===== src/rtl/pslot_pkg.sv =====
package pslot_pkg;

    // Decoded card region held in the state register
    typedef enum logic [1:0] {
        RG_IDLE = 2'd0,
        RG_FB   = 2'd1,
        RG_CTRL = 2'd2,
        RG_ROM  = 2'd3
    } region_e;

    // Sub-region of a matched window, before the read/write rule is applied
    typedef enum logic [1:0] {
        ZN_FB   = 2'd0,
        ZN_CTRL = 2'd1,
        ZN_ROM  = 2'd2
    } zone_e;

endpackage


===== src/rtl/pslot_qual.sv =====
module pslot_qual #(
    parameter logic [3:0] QUAL_NIB = 4'h6
) (
    input  logic [3:0] nib_hi32,   // address bits 31:28
    input  logic [3:0] nib_hi24,   // address bits 23:20
    input  logic       mode32,
    output logic       in_space
);
    always_comb begin
        if (mode32) in_space = (nib_hi32 >= QUAL_NIB);
        else        in_space = (nib_hi24 >= QUAL_NIB);
    end
endmodule


===== src/rtl/pslot_slot_guard.sv =====
module pslot_slot_guard #(
    parameter logic [3:0] SLOT_LO = 4'h9,
    parameter logic [3:0] SLOT_HI = 4'hE
) (
    input  logic [3:0] slot_id,
    output logic       slot_ok
);
    assign slot_ok = (slot_id >= SLOT_LO) && (slot_id <= SLOT_HI);
endmodule


===== src/rtl/pslot_window.sv =====
module pslot_window #(
    parameter int ADDR_W   = 32,
    parameter int SUB_AW   = 16,
    parameter int WIN32_AW = 24,
    parameter int WIN24_AW = 20
) (
    input  logic [ADDR_W-1:SUB_AW] addr_hi,
    input  logic                   mode32,
    input  logic [3:0]             slot,
    output logic                   hit,
    output pslot_pkg::zone_e       zone
);
    import pslot_pkg::*;

    localparam int MODES = 2;   // index 0: 24-bit, index 1: 32-bit

    logic [MODES-1:0] hit_m;
    logic [MODES-1:0] rom_m;
    logic [MODES-1:0] ctl_m;

    for (genvar m = 0; m < MODES; m++) begin : g_mode
        localparam int AW = (m == 1) ? WIN32_AW : WIN24_AW;
        localparam int TW = AW - SUB_AW;
        logic [TW-1:0] top;

        assign top      = addr_hi[AW-1:SUB_AW];
        assign rom_m[m] = &top;
        assign ctl_m[m] = (top == {{(TW-1){1'b1}}, 1'b0});

        if (m == 1) begin : g_w32
            assign hit_m[m] = (addr_hi[ADDR_W-1:ADDR_W-4] == slot) &&
                              (addr_hi[ADDR_W-5:AW] == '0);
        end else begin : g_w24
            assign hit_m[m] = (addr_hi[AW+3:AW] == slot);
        end
    end

    always_comb begin
        hit = hit_m[mode32];
        if (rom_m[mode32])      zone = ZN_ROM;
        else if (ctl_m[mode32]) zone = ZN_CTRL;
        else                    zone = ZN_FB;
    end
endmodule


===== src/rtl/pslot_decoder.sv =====
module pslot_decoder #(
    parameter int         ADDR_W   = 32,
    parameter int         SUB_AW   = 16,
    parameter logic [3:0] QUAL_NIB = 4'h6,
    parameter logic [3:0] SLOT_LO  = 4'h9,
    parameter logic [3:0] SLOT_HI  = 4'hE
) (
    input  logic                   clk,
    input  logic                   rst_n,
    input  logic [ADDR_W-1:SUB_AW] haddr_hi,
    input  logic                   as_n,
    input  logic                   rd_wr,
    input  logic                   mode32,
    input  logic [3:0]             slot_id,
    output logic                   space_n,
    output logic                   rom_sel_n,
    output logic                   ctl_sel_n,
    output logic                   fb_sel_n
);
    import pslot_pkg::*;

    localparam int WIN32_AW = ADDR_W - 8;
    localparam int WIN24_AW = WIN32_AW - 4;

    logic    in_space;
    logic    slot_ok;
    logic    win_hit;
    zone_e   zone;
    region_e region_d;
    region_e region_q;
    logic    space_q;

    pslot_qual #(.QUAL_NIB(QUAL_NIB)) u_qual (
        .nib_hi32 (haddr_hi[ADDR_W-1:ADDR_W-4]),
        .nib_hi24 (haddr_hi[WIN32_AW-1:WIN32_AW-4]),
        .mode32   (mode32),
        .in_space (in_space)
    );

    pslot_slot_guard #(.SLOT_LO(SLOT_LO), .SLOT_HI(SLOT_HI)) u_guard (
        .slot_id (slot_id),
        .slot_ok (slot_ok)
    );

    pslot_window #(
        .ADDR_W(ADDR_W), .SUB_AW(SUB_AW),
        .WIN32_AW(WIN32_AW), .WIN24_AW(WIN24_AW)
    ) u_win (
        .addr_hi (haddr_hi),
        .mode32  (mode32),
        .slot    (slot_id),
        .hit     (win_hit),
        .zone    (zone)
    );

    // Next region: qualifier AND full window decode AND legal slot
    always_comb begin
        region_d = RG_IDLE;
        if (!as_n && in_space && slot_ok && win_hit) begin
            unique case (zone)
                ZN_ROM:  region_d = rd_wr ? RG_ROM : RG_IDLE;
                ZN_CTRL: region_d = RG_CTRL;
                ZN_FB:   region_d = RG_FB;
            endcase
        end
    end

    // State register
    always_ff @(posedge clk) begin
        if (!rst_n) begin
            region_q <= RG_IDLE;
            space_q  <= 1'b0;
        end else begin
            region_q <= region_d;
            space_q  <= !as_n && in_space;
        end
    end

    // Outputs from registered state
    always_comb begin
        rom_sel_n = 1'b1;
        ctl_sel_n = 1'b1;
        fb_sel_n  = 1'b1;
        unique case (region_q)
            RG_IDLE: ;
            RG_FB:   fb_sel_n  = 1'b0;
            RG_CTRL: ctl_sel_n = 1'b0;
            RG_ROM:  rom_sel_n = 1'b0;
        endcase
    end
    assign space_n = !space_q;


    card_needs_space_chk: assert property (@(posedge clk) disable iff (!rst_n)
        (!rom_sel_n || !ctl_sel_n || !fb_sel_n) |-> !space_n);


    strobe_release_chk: assert property (@(posedge clk) disable iff (!rst_n)
        as_n |=> (space_n && rom_sel_n && ctl_sel_n && fb_sel_n));


    rom_write_chk: assert property (@(posedge clk) disable iff (!rst_n)
        (!as_n && !rd_wr) |=> rom_sel_n);


    bad_slot_chk: assert property (@(posedge clk) disable iff (!rst_n)
        (slot_id < SLOT_LO || slot_id > SLOT_HI) |=> (rom_sel_n && ctl_sel_n && fb_sel_n));


    space32_chk: assert property (@(posedge clk) disable iff (!rst_n)
        (!as_n && mode32 && haddr_hi[ADDR_W-1:ADDR_W-4] >= QUAL_NIB) |=> !space_n);
endmodule


===== config.mk =====
export PLATFORM = sky130hd
export DESIGN_NAME = pslot_decoder
export DESIGN_NICKNAME = d
export VERILOG_FILES = /design/src/rtl/pslot_pkg.sv /design/src/rtl/pslot_qual.sv /design/src/rtl/pslot_slot_guard.sv /design/src/rtl/pslot_window.sv /design/src/rtl/pslot_decoder.sv
export SDC_FILE = /design/constraint.sdc
export NUM_CORES = 1
export LEC_CHECK = 0
export BUFFER_PORTS_ARGS = -buffer_cell sky130_fd_sc_hd__buf_2
export CORE_AREA = 5 5 42 44
export CTS_BUF_LIST = sky130_fd_sc_hd__clkbuf_16
export DETAILED_ROUTE_END_ITERATION = 12
export DIE_AREA = 0 0 47 49
export GPL_TIMING_DRIVEN = 0
export SLEW_MARGIN = 25
export SYNTH_ARGS = -nofsm -noshare
export SYNTH_HDL_FRONTEND = slang
export SYNTH_SLANG_ARGS = --single-unit

===== constraint.sdc =====
create_clock -name clk -period 2.31 [get_ports clk]
set_input_delay 0.462 -clock clk [delete_from_list [all_inputs] [get_ports clk]]
set_output_delay 0.462 -clock clk [all_outputs]
set_load 0.01 [all_outputs]

After elaboration in Yosys (flattened, before gate mapping)

Index checks and enable logic that the tools add are counted.

Order comparisons: 5
Equality and inequality tests: 9
Muxes and demuxes: 14
Reduce and logical (&&, ||, !) cells: 12

Operator list:

| operator                                                                     | count |
|---|---|
| 1-bit 2-to-1 mux                                                             | 11 |
| 4-bit == test                                                                | 2 |
| 8-bit == test, second input constant                                         | 1 |
| 4-bit by 3-bit >= comparator with 1-bit output, second input constant        | 2 |
| 8-bit AND reduction                                                          | 1 |
| 2-bit == test, second input constant                                         | 3 |
| 2-bit one-hot mux with 3 select lines                                        | 1 |
| 1-bit logical AND                                                            | 5 |
| 2-bit by 1-bit == test with 1-bit output, second input constant              | 2 |
| 4-bit == test, second input constant                                         | 1 |
| 4-bit >= comparator, second input constant                                   | 1 |
| 4-bit <= comparator, second input constant                                   | 1 |
| 4-bit zero test                                                              | 1 |
| 2-bit 2-to-1 mux                                                             | 2 |
| 4-bit AND reduction                                                          | 1 |
| 1-bit zero test                                                              | 2 |
| 2-bit zero test                                                              | 1 |
| 1-bit by 2-bit less-than comparator with 1-bit output, second input constant | 1 |
| 2-bit AND reduction                                                          | 1 |

Bits in registers: 3
Word-level logic and storage cells: 42

Depth between registers and ports, before layout

Depth after elaboration: 7
Gate-level depth with buffers: 4
Gate-level depth less buffers: 4

Hierarchy

A second synthesis with hierarchy kept.

Cells, all modules: 39
Area total of the unflattened synthesis: 315.3 um^2

Modules (own cells, without submodules):

| module           | times used | cells an instance | area an instance (um^2) | seq. area each (um^2) |
|---|---|---|---|---|
| pslot_window     | 1          | 18                | 143.9                   | 0.0 |
| pslot_decoder    | 1          | 15                | 131.4                   | 60.1 |
| pslot_qual       | 1          | 3                 | 22.5                    | 0.0 |
| pslot_slot_guard | 1          | 3                 | 17.5                    | 0.0 |

Worst setup path after synthesis

Ideal clock, no wire load.

Path type: input to register
From: input haddr_hi[29] in the netlist's numbering
To: register region_q[0]
Setup time: 0.086 ns
Data arrival time: 1.240 ns
Slack: 0.984 ns
Stages: 4
Path buffers: 0
Cell sequence: xor2_1 > nor4_1 > nand3_1 > a221oi_2

Cells in the longest elaborated chain, start to end: 6
Elaborated cells between the ends (all ways): 10
Those cells by class: 1 x order compare; 1 x eq/ne; 3 x mux; 5 x reduce/logical

RTL lines:

| element                                                                         | line                                    | RTL |
|---|---|---|
| start, declared                                                                 | pslot_decoder.sv:10                     | `input logic [ADDR_W-1:SUB_AW] haddr_hi,` |
| 4-bit by 3-bit >= comparator with 1-bit output or 4-bit == test (tied branches) | pslot_qual.sv:10, pslot_window.sv:31    |  |
| 1-bit 2-to-1 mux or 1-bit logical AND (tied branches)                           | pslot_qual.sv:10, pslot_window.sv:31    |  |
| 1-bit logical AND or 1-bit 2-to-1 mux (tied branches) (2 in series)             | pslot_decoder.sv:59, pslot_window.sv:39 |  |
| 1-bit logical AND (*)                                                           | pslot_decoder.sv:59                     | `if (!as_n && in_space && slot_ok && win_hit) begin` |
| 2-bit AND reduction (no line) (*)                                               | n/a                                     |  |
| end signal, assigned                                                            | pslot_decoder.sv:74                     | `region_q <= region_d;` |
| end, declared                                                                   | pslot_decoder.sv:30                     | `region_e region_q;` |

Every way passes the cells marked *; elsewhere a longest branch is shown, timed or not. The select of a mux whose other input is x is not followed.
A chain may end at the register's enable or synchronous reset.

Worst setup path in the final report

From: input slot_id[1]
To: register region_q[0]

Cells in the longest elaborated chain, start to end: 6
Elaborated cells between the ends (all ways): 11
Those cells by class: 2 x order compare; 2 x eq/ne; 2 x mux; 5 x reduce/logical

RTL lines:

| element                                              | line                | RTL |
|---|---|---|
| start, declared                                      | pslot_decoder.sv:14 | `input logic [3:0] slot_id,` |
| 4-bit == test                                        | pslot_window.sv:31  | `assign hit_m[m] = (addr_hi[ADDR_W-1:ADDR_W-4] == slot) &&` |
| 1-bit logical AND                                    | pslot_window.sv:31  |  |
| 1-bit 2-to-1 mux (implied by the code) (2 in series) | pslot_window.sv:39  | `hit = hit_m[mode32];` |
| 1-bit logical AND (*)                                | pslot_decoder.sv:59 |  |
| 2-bit AND reduction (no line) (*)                    | n/a                 |  |

Marked as above.

==> key figures <==
Clocking
  – Clk pin slew, worst setup/hold paths: roughly 30 ps
  – TritonCTS clock tree: yes
  – Resize count post-CTS: 0
  – Clock Tree Buf Depth: 2
  – CTS buffer count: 3
  – H-tree levels: 1
  – Hold Buf Count CTS: 0
  – Clock Tree Root: clkbuf_16
  – CTS Sinks: 3
  – Postcts setup bufs: 0

Power and ir drop
  – VDD IR max: between 0.15 and 0.2 mV
  – Pwr dens: 722.5 mW/mm^2
  – Tot Pwr: about 0.37 mW
  – Pleak: around 0.23 nW

Setup path
  – CP endpoint kind: register
  – CP required: approximately 2500 ps
  – Critical Path Fanout Max: 4
  – CP Class: input pin to register
  – Worst Setup EP: region_q[0]$_SDFF_PN0_
  – Critical path startpoint: slot_id[1]
  – Critical path arrival: between 1000 and 1500 ps
  – Startpoint types: input pin

Global route
  – Vias in the first global route: roughly 380
  – Grt total ovfl: 0
  – GRT busiest layer: met2
  – Routing usage on met2: 13.57%
  – Antenna violations before repair: 0
  – Largest net degree at the start of global routing: 6
  – Met1 Use GR: 9.628%
  – First-pass GRT wire length: 1.483 mm
  – Met3 usage: under 10%
  – Gr usage total: 8.861%

Yosys
  – Synth Instances: 36
  – Yosys reg bits: 3
  – Sequential-to-total area share from yosys stat: a little over a fifth
  – Mapped Avg Cell Area: 7.681 um^2
  – Synthesized area: about 280 um^2
  – Ys Warns: 0
  – Distinct cells, synth: 16
  – Post-synth net total: 61

Detailed routing
  – Wire length per cell: between 10 and 15 um
  – WL final: 901 um
  – Detailed Routing Iterations Pass 1: 4
  – 1st-iter DRT viols: 5
  – Vias per cell: 4.524
  – ANT nets after route: 0
  – DRC violations left: 0
  – DR vias: 380

STA
  – Tmin final: about 1300 ps
  – Fin crit share: ~57%
  – Slew @ Worst Pin: 278.4 ps
  – Final Hold Vio Count: 0
  – # setup viols final: 0
  – Worst Slack Setup Final: about 1000 ps
  – Max-slew violation count: 0
  – Fmax: about 760 MHz
  – RSZ-0062 raised after global routing: false
  – TNS Setup: 0 ps
  – Slew margin rel.: 81.31%

Layout
  – Ant diodes: 0
  – Layout cells sized above 1: a little under half
  – Commonest non-fill, non-tap cell in the layout: buf_2
  – Storage element area: 60.06 um^2
  – Fillcell total: around 150
  – Most frequent cells in the layout: buf_2 (28), xor2_1 (5), inv_1 (4)
  – Layout Nets: 94
  – Multi-input gate area: 205.2 um^2
  – Final std cells w/o fill: 84
  – Area delta synth->final: 86.43%
  – Final Util: 36.79%

Job
  – # Max-Cap Violations: 0

Place
  – Placer Congestion: ~0.64
  – DP HPWL: between 700 and 800 um
  – Post-placement cell count: 80
  – PortBufs: 28
  – Post-place setup slack: 779.2 ps

Floorplanning
  – Initial core utilization: 19.73%
  – Placeable Area: roughly 0.0014 mm^2
  – Die height: between 40 and 50 um
  – Die extent in x: about 47 um
  – IO Count: 29
  – Std-Cell Rows: 14
  – Die ar.: roughly 0.0023 mm^2

Hold path
  – Worst hold path type: input pin to register
  – Hold Crit Start: rst_n

Status
  – Status: finished, final reports clean
==> report_power, final <==
group,internal (mW),switching [mW],leakage [nW]
sequential,0.0533,0.000251,0.0244
combinational,0.0265,0.0235,0.164
clock,0.223,0.0458,0.0423
==> critical path, stage by stage <==
cell and delay [ps]:
buf_2 130, xor2_1 140, nor4_1 280, nand3_1 160, a221oi_2 280
==> worst min-delay path by stage <==
stage                                        end  slack, ps  depth (start not counted)
after global placement        space_q$_SDFF_PN0_        750                          3
after detailed placement      space_q$_SDFF_PN0_        750                          3
final                         space_q$_SDFF_PN0_        510                          3
after global routing      region_q[0]$_SDFF_PN0_        530                          3
after CTS                     space_q$_SDFF_PN0_        520                          3
after floorplan               space_q$_SDFF_PN0_        590                          1
==> cell type report <==
cell class | count | share of cell area [%]
Clock buffer | 3 | 14.56
Clock inverter | 1 | 0.7282
Inverter | 3 | 2.184
Multi-Input combinational cell | 30 | 39.81
Sequential cell | 3 | 11.65
Tap cell | 16 | 3.883
Timing Repair Buffer | 28 | 27.18
==> layer usage <==
layer	share of wire [%]	vias up
met3	10	2
met4	0.67	0
met1	38	163
met5	0	-
met2	51	21
li1	-	194
==> flip-flops by register name, indices dropped and copies added (netlist names) <==
name	count
space_q	1
region_q	2
==> metrics by stage <==
stage / cell area (um^2) / hold WS (ps)
after global placement: 436.7 / 747.3
after floorplan: 276.5 / 590.0
after global routing: 515.5 / 533.5
after CTS: 515.5 / 515.7
after detailed placement: 436.7 / 745.5
final: 515.5 / 510.0
==> cell usage after synthesis <==
cell      number  area [um^2]
a21oi_1        1        5.000
nand3_1        3        15.01
nand2b_1       3        18.77
dfxtp_1        3        60.06
a211oi_1       2        15.01
o21ai_0        1        5.000
nand4_1        3        18.77
inv_1          3        11.26
xor2_1         5        43.79
a221oi_2       1        15.01
nor4_1         2        12.51
nor2_1         1        3.750
a311oi_1       1        8.760
or3_1          1        6.260
xnor2_1        3        26.28
nand2_1        3        11.26
==> logic make-up after synthesis <==
group / after synthesis / synth area share (%)
AO/OA/AOI/OAI: 6 / 17.64
flip-flops: 3 / 21.72
XOR/XNOR: 8 / 25.34
buffers and inverters: 3 / 4.072
AND/OR/NAND/NOR: 16 / 31.22
(Power assumes the default switching activity.)
